$ cat config.mk
export PLATFORM = sky130hd
export DESIGN_NAME = alu_flag_unit
export DESIGN_NICKNAME = d
export VERILOG_FILES = /design/src/rtl/alu_unit_pkg.sv /design/src/rtl/alu_core.sv /design/src/rtl/flag_reg.sv /design/src/rtl/alu_flag_unit.sv
export SDC_FILE = /design/constraint.sdc
export NUM_CORES = 1
export LEC_CHECK = 0
export CAP_MARGIN = 5
export CORE_UTILIZATION = 50
export DETAILED_ROUTE_END_ITERATION = 12
export GPL_TIMING_DRIVEN = 0
export PLACE_DENSITY = 0.86
export SKIP_CTS_REPAIR_TIMING = 1
export SYNTH_ARGS = -nofsm -noshare
export SYNTH_HDL_FRONTEND = slang
export SYNTH_HIERARCHICAL = 1
export SYNTH_SLANG_ARGS = --single-unit
$ cat constraint.sdc
create_clock -name clk -period 13.68 [get_ports clk]
set_input_delay 4.104 -clock clk [delete_from_list [all_inputs] [get_ports clk]]
set_output_delay 4.104 -clock clk [all_outputs]
set_load 0.01 [all_outputs]
$ cat src/rtl/alu_unit_pkg.sv
package alu_unit_pkg;

    localparam int FLAG_W = 4;

    typedef enum logic [2:0] {
        OP_ADD = 3'd0,
        OP_ADC = 3'd1,
        OP_SUB = 3'd2,
        OP_SBC = 3'd3,
        OP_AND = 3'd4,
        OP_XOR = 3'd5,
        OP_OR  = 3'd6,
        OP_CMP = 3'd7
    } alu_op_e;

    typedef enum logic [2:0] {
        CMD_IDLE   = 3'd0,
        CMD_ARITH  = 3'd1,
        CMD_FLIPC  = 3'd2,
        CMD_SETC   = 3'd3,
        CMD_INVA   = 3'd4,
        CMD_UNPACK = 3'd5
    } cmd_e;

    typedef struct packed {
        logic z;
        logic n;
        logic h;
        logic c;
    } flags_t;

endpackage

$ cat src/rtl/alu_core.sv
module alu_core
    import alu_unit_pkg::*;
#(
    parameter int DATA_W = 8
) (
    input  alu_op_e           op,
    input  logic [DATA_W-1:0] a,
    input  logic [DATA_W-1:0] b,
    input  logic              c_stored,
    input  logic              upd_carry,
    output logic [DATA_W-1:0] res,
    output logic              wr,
    output flags_t            f
);
    localparam int NIB = DATA_W / 2;

    logic              fold_c;
    logic [NIB:0]      lo_sum;
    logic [NIB:0]      lo_dif;
    logic [DATA_W:0]   full_sum;
    logic [DATA_W:0]   full_dif;
    logic              c_out;

    // Only the carry-consuming operations see the stored carry.
    assign fold_c = c_stored & ((op == OP_ADC) | (op == OP_SBC));

    assign lo_sum   = {1'b0, a[NIB-1:0]} + {1'b0, b[NIB-1:0]} + {{NIB{1'b0}}, fold_c};
    assign lo_dif   = {1'b0, a[NIB-1:0]} - {1'b0, b[NIB-1:0]} - {{NIB{1'b0}}, fold_c};
    assign full_sum = {1'b0, a} + {1'b0, b} + {{DATA_W{1'b0}}, fold_c};
    assign full_dif = {1'b0, a} - {1'b0, b} - {{DATA_W{1'b0}}, fold_c};

    always_comb begin
        res   = '0;
        c_out = 1'b0;
        f.n   = 1'b0;
        f.h   = 1'b0;
        unique case (op)
            OP_ADD, OP_ADC: begin
                res   = full_sum[DATA_W-1:0];
                c_out = full_sum[DATA_W];
                f.h   = lo_sum[NIB];
            end
            OP_SUB, OP_SBC, OP_CMP: begin
                res   = full_dif[DATA_W-1:0];
                c_out = full_dif[DATA_W];
                f.h   = lo_dif[NIB];
                f.n   = 1'b1;
            end
            OP_AND: begin
                res = a & b;
                f.h = 1'b1;
            end
            OP_XOR: res = a ^ b;
            OP_OR:  res = a | b;
            default: res = '0;
        endcase
        f.z = (res == '0);
        f.c = upd_carry ? c_out : c_stored;
        wr  = (op != OP_CMP);
    end
endmodule

$ cat src/rtl/flag_reg.sv
module flag_reg
    import alu_unit_pkg::*;
(
    input  logic   clk,
    input  logic   rst_n,
    input  logic   load,
    input  flags_t d,
    output flags_t q
);
    always_ff @(posedge clk or negedge rst_n) begin
        if (!rst_n)
            q <= '0;
        else if (load)
            q <= d;
    end
endmodule

$ cat src/rtl/alu_flag_unit.sv
module alu_flag_unit
    import alu_unit_pkg::*;
#(
    parameter int DATA_W = 8
) (
    input  logic                clk,
    input  logic                rst_n,
    input  logic [2:0]          cmd_i,
    input  logic [2:0]          op_i,
    input  logic [DATA_W-1:0]   opnd_a_i,
    input  logic [DATA_W-1:0]   opnd_b_i,
    input  logic                upd_carry_i,
    input  logic [2*DATA_W-1:0] af_word_i,
    output logic [DATA_W-1:0]   res_o,
    output logic                wr_en_o,
    output logic [3:0]          flags_nxt_o,
    output logic [3:0]          flags_q_o,
    output logic [2*DATA_W-1:0] af_word_o
);
    localparam int PAD_W = DATA_W - FLAG_W;

    cmd_e              cmd;
    flags_t            fq;
    flags_t            fnxt;
    flags_t            core_f;
    logic [DATA_W-1:0] core_res;
    logic              core_wr;
    logic              load;

    assign cmd = cmd_e'(cmd_i);

    alu_core #(.DATA_W(DATA_W)) u_core (
        .op        (alu_op_e'(op_i)),
        .a         (opnd_a_i),
        .b         (opnd_b_i),
        .c_stored  (fq.c),
        .upd_carry (upd_carry_i),
        .res       (core_res),
        .wr        (core_wr),
        .f         (core_f)
    );

    always_comb begin
        fnxt    = fq;
        res_o   = '0;
        wr_en_o = 1'b0;
        load    = 1'b1;
        case (cmd)
            CMD_ARITH: begin
                fnxt    = core_f;
                res_o   = core_res;
                wr_en_o = core_wr;
            end
            CMD_FLIPC: begin
                fnxt.c = ~fq.c;
                fnxt.n = 1'b0;
                fnxt.h = 1'b0;
            end
            CMD_SETC: begin
                fnxt.c = 1'b1;
                fnxt.n = 1'b0;
                fnxt.h = 1'b0;
            end
            CMD_INVA: begin
                res_o   = ~opnd_a_i;
                wr_en_o = 1'b1;
                fnxt.n  = 1'b1;
                fnxt.h  = 1'b1;
            end
            CMD_UNPACK: begin
                fnxt    = flags_t'(af_word_i[DATA_W-1 -: FLAG_W]);
                res_o   = af_word_i[2*DATA_W-1:DATA_W];
                wr_en_o = 1'b1;
            end
            default: load = 1'b0;
        endcase
    end

    flag_reg u_flags (
        .clk   (clk),
        .rst_n (rst_n),
        .load  (load),
        .d     (fnxt),
        .q     (fq)
    );

    assign flags_nxt_o = fnxt;
    assign flags_q_o   = fq;
    assign af_word_o   = {opnd_a_i, fq, {PAD_W{1'b0}}};


    cmp_no_wb_chk: assert property (@(posedge clk) disable iff (!rst_n)
        (cmd_i == 3'd1 && op_i == 3'd7) |-> !wr_en_o);


    carry_kept_chk: assert property (@(posedge clk) disable iff (!rst_n)
        (cmd_i == 3'd1 && !upd_carry_i) |=> (flags_q_o[0] == $past(flags_q_o[0])));


    and_half_chk: assert property (@(posedge clk) disable iff (!rst_n)
        (cmd_i == 3'd1 && op_i == 3'd4) |=> flags_q_o[1]);


    zero_flag_chk: assert property (@(posedge clk) disable iff (!rst_n)
        (cmd_i == 3'd1) |=> (flags_q_o[3] == ($past(res_o) == '0)));


    flipc_chk: assert property (@(posedge clk) disable iff (!rst_n)
        (cmd_i == 3'd2) |=> (flags_q_o[0] != $past(flags_q_o[0])));


    idle_hold_chk: assert property (@(posedge clk) disable iff (!rst_n)
        (cmd_i == 3'd0 || cmd_i[2:1] == 2'b11) |=> $stable(flags_q_o));
endmodule

==> insert_results.sql <==
INSERT INTO impl_metrics (metric_group, metric, value, unit) VALUES
('die', 'initial_core_util', '53.25', '%'),
('synthesis', 'number_of_instances_in_the_synthesized_netlist', '289', ''),
('synthesis', 'post-synth-top-count-cell', 'ha_1', ''),
('critical_path', 'critPathMaxFanout', '10', ''),
('critical_path', 'critical_path.endpoint_type', 'output pin', ''),
('die', 'die_height', '67.97', 'um'),
('synthesis', 'synth_cell_types', '64', ''),
('routing', 'drtPass1Iterations', '5', ''),
('synthesis', 'synthesis.area_per_instance', '7.529', 'um^2'),
('global_routing', 'antenna_violations_before_repair', '0', ''),
('routing', 'wl_per_cell', '16.10', 'um'),
('job', 'maxCapViolCount', '0', ''),
('synthesis', 'postSynthRegisterBits', '4', ''),
('sta', 'worst_pin_slew', '0.5045', 'ns'),
('sta', 'report.final.setup_viol', '0', ''),
('placement', 'gpl.final_weighted_congestion', '0.8919', ''),
('die', 'die_area', '4619', 'um^2'),
('routing', 'routed_via_density', '5.949', ''),
('placement', 'numPortBuffers', '63', ''),
('hold_path', 'timing.hold.worst.class', 'reg2reg', ''),
('finish', 'registers.top_by_ff_count', 'u_flags/q', ''),
('sta', 'maxSlewHeadroom', '66.37', '%'),
('synthesis', 'synth.top_cells.by_count', '30 x ha_1, 29 x inv_1, 23 x nor2_1, 20 x nand2b_1, 18 x buf_4', ''),
('die', 'die_w', '67.97', 'um'),
('clock_tree', 'ctsLongestPathBuffers', '2', ''),
('synthesis', 'post_synthesis_instance_area', '2176', 'um^2'),
('critical_path', 'criticalPathCategory', 'in2out', ''),
('finish', 'insertedDiodeCount', '0', ''),
('finish', 'number_of_flip_flops_under_the_largest_register_name', '4', ''),
('sta', 'slew_violations', '0', ''),
('routing', 'num_vias', '2427', ''),
('clock_tree', 'cts_tree', 'built', ''),
('critical_path', 'worst_ep_arrival_time', '8.34', 'ns'),
('clock_tree', 'clock-root-buffer', 'clkbuf_8', ''),
('synthesis', 'synth.largest_area_cell', 'ha_1', ''),
('synthesis', 'synth_warnings', '6', ''),
('die', 'design.core.area', '4086', 'um^2'),
('finish', 'syn2layout_area_growth', '34.27', '%'),
('synthesis', 'synth_top_area_share', '17.25', '%'),
('global_routing', 'grt_usage', '28.93', '%'),
('sta', 'fin_worst_skew', '0.007048', 'ns'),
('routing', 'first_iter_violations', '189', ''),
('synthesis', 'synthArstFlopShare', '100.0', '%'),
('sta', 'timing.final.crit_share', '90.94', '%'),
('routing', 'postRouteWirelength', '6.569', 'mm'),
('clock_tree', 'clkLatencyLatePin', '0.22', 'ns'),
('critical_path', 'worst-endpoint-required', '9.58', 'ns'),
('synthesis', 'post_synth_main_area_contributors', 'ha_1 17%, buf_4 6.2%, nand2b_1 5.8%', ''),
('pwr', 'vdd_ir_drop_max', '0.0001138', 'V'),
('pwr', 'cellLeakagePower', '1.322', 'nW'),
('global_routing', 'globalRouteOverflowTotal', '0', ''),
('clock_tree', 'clock-sinks', '4', ''),
('global_routing', 'grt_pass1_wl', '10.28', 'mm'),
('die', 'num_rows', '23', ''),
('clock_tree', 'tritoncts.num_buffers', '3', ''),
('critical_path', 'startpoint_class_of_the_critical_path', 'primary input', ''),
('finish', 'largest_registers', 'u_flags/q: 4 flops', ''),
('global_routing', 'grt_max_degree', '11', ''),
('synthesis', 'synth-edff-count', '0', ''),
('sta', 'timing_hold_violations_final', '0', ''),
('global_routing', 'via_count_of_the_first_global_routing_pass', '2223', ''),
('sta', 'setup_repair_after_global_routing_missed_its_margin', 'false', ''),
('sta', 'clock_period_minus_final_worst_setup_slack', '12.44', 'ns'),
('pwr', 'power_per_cell_area', '61.88', 'nW/um^2'),
('placement', 'dp_hpwl', '5.180', 'mm'),
('synthesis', 'yosysSeqAreaShare', '4.600', '%'),
('finish', 'utilization', '71.49', '%'),
('clock_tree', 'ctsHtreeMaxLevel', '1', ''),
('sta', 'setup_tns', '0', 'ns'),
('clock_tree', 'path_clk_slew', '0.03', 'ns'),
('routing', 'final_antenna_net_count', '0', ''),
('finish', 'final_net_count', '435', ''),
('synthesis', 'primary_ff_master_synth', 'dfrtp_1', ''),
('outcome', 'run_status', 'complete, no violations', ''),
('sta', 'fmax', '80.38', 'MHz'),
('die', 'io_pins', '74', ''),
('finish', 'post_route_cells_drive_above_1_share', '13.41', '%'),
('routing', 'drc', '0', '');
[placed cells by master (no fill, tap or decap), types with 4 or more instances in the layout]
master | Yosys | routed
a21oi_1 | 13 | 13
a32oi_1 | 9 | 9
buf_2 | 6 | 6
buf_4 | 18 | 18
buf_6 | 5 | 5
clkdlybuf4s50_1 | 0 | 63
conb_1 | 1 | 4
dfrtp_1 | 4 | 4
fa_1 | 4 | 4
ha_1 | 30 | 30
inv_1 | 29 | 29
mux2_2 | 6 | 6
mux2i_1 | 5 | 5
nand2_1 | 14 | 14
nand2b_1 | 20 | 20
nand3_1 | 4 | 4
nor2_1 | 23 | 23
nor3_1 | 9 | 9
o21ai_0 | 8 | 8
o22ai_1 | 9 | 9
xnor2_1 | 5 | 5
[worst paths after layout]
path	from	to	slack (ns)	cells after the start
max in group asynchronous	rst_n	u_flags/q[0]	9.41	1
hold / removal	u_flags/q[3]	u_flags/q[3]	0.57	1
hold reg to reg	u_flags/q[3]	u_flags/q[3]	0.57	1
setup / recovery	op_i[2]	flags_nxt_o[3]	1.24	15
min in group asynchronous	rst_n	u_flags/q[3]	4.09	1
setup reg to reg	u_flags/q[0]	u_flags/q[3]	10.15	12
[stage by stage]
stage | power [mW] | instances | setup slack [ns] | area, um^2 | hold slack, ns
3_5_place_dp | 0.1530 | 405 | 1.332 | 2880 | 0.5623
6_report | 0.1808 | 408 | 1.239 | 2922 | 0.5744
5_1_grt | 0.1936 | 408 | 1.022 | 2922 | 0.5930
4_1_cts | 0.1793 | 408 | 1.308 | 2922 | 0.5711
2_1_floorplan | 0.1017 | 292 | 2.564 | 2187 | 0.5928
3_3_place_gp | 0.1491 | 405 | 1.327 | 2880 | 0.5568
[where the power goes]
part	internal [mW]	switching, mW	total, mW
Clock	0.0188	0.00605	0.0248
Combinational	0.0701	0.0674	0.137
Sequential	0.0144	0.00409	0.0185
[layer usage]
metal	vias up	track usage [%]	share of wire (%)
met1	1117	37.43	41
met3	16	1.833	7.9
met5	-	0	0
met4	0	7.552	2.0
met2	140	51.23	49
li1	1154	-	-
[area by class of cell]
type                       instances  area [um^2]
multi-input combinational        228         1749
fill                             346         1165
timing repair buffer              63        630.6
buffer                            30        225.2
inverter                          30        112.6
sequential                         4        100.1
tap                               50        62.56
clock buffer                       3        41.29
[critical path, cell delays in order]
cell	delay, ns
clkdlybuf4s50_1	0.47
buf_4	0.21
buf_6	0.15
nand3b_1	0.20
fa_1	0.47
fa_1	0.43
nand2b_1	0.18
a21oi_1	0.23
nor2_1	0.08
a41o_1	0.20
or3_1	0.41
nor4_2	0.28
mux2i_1	0.09
o21ai_0	0.22
clkdlybuf4s50_1	0.59
[logic make-up after synthesis]
group,count (synthesis),share of synthesized area (%)
mux,12,5.923
xor+xnor,8,3.220
compound gates,76,24.96
buf+inv,60,15.53
other cells,1,0.1723
simple gates,94,24.67
flops,4,4.601
fa+ha+maj,34,20.93
Power figures use the tool's default switching activity.
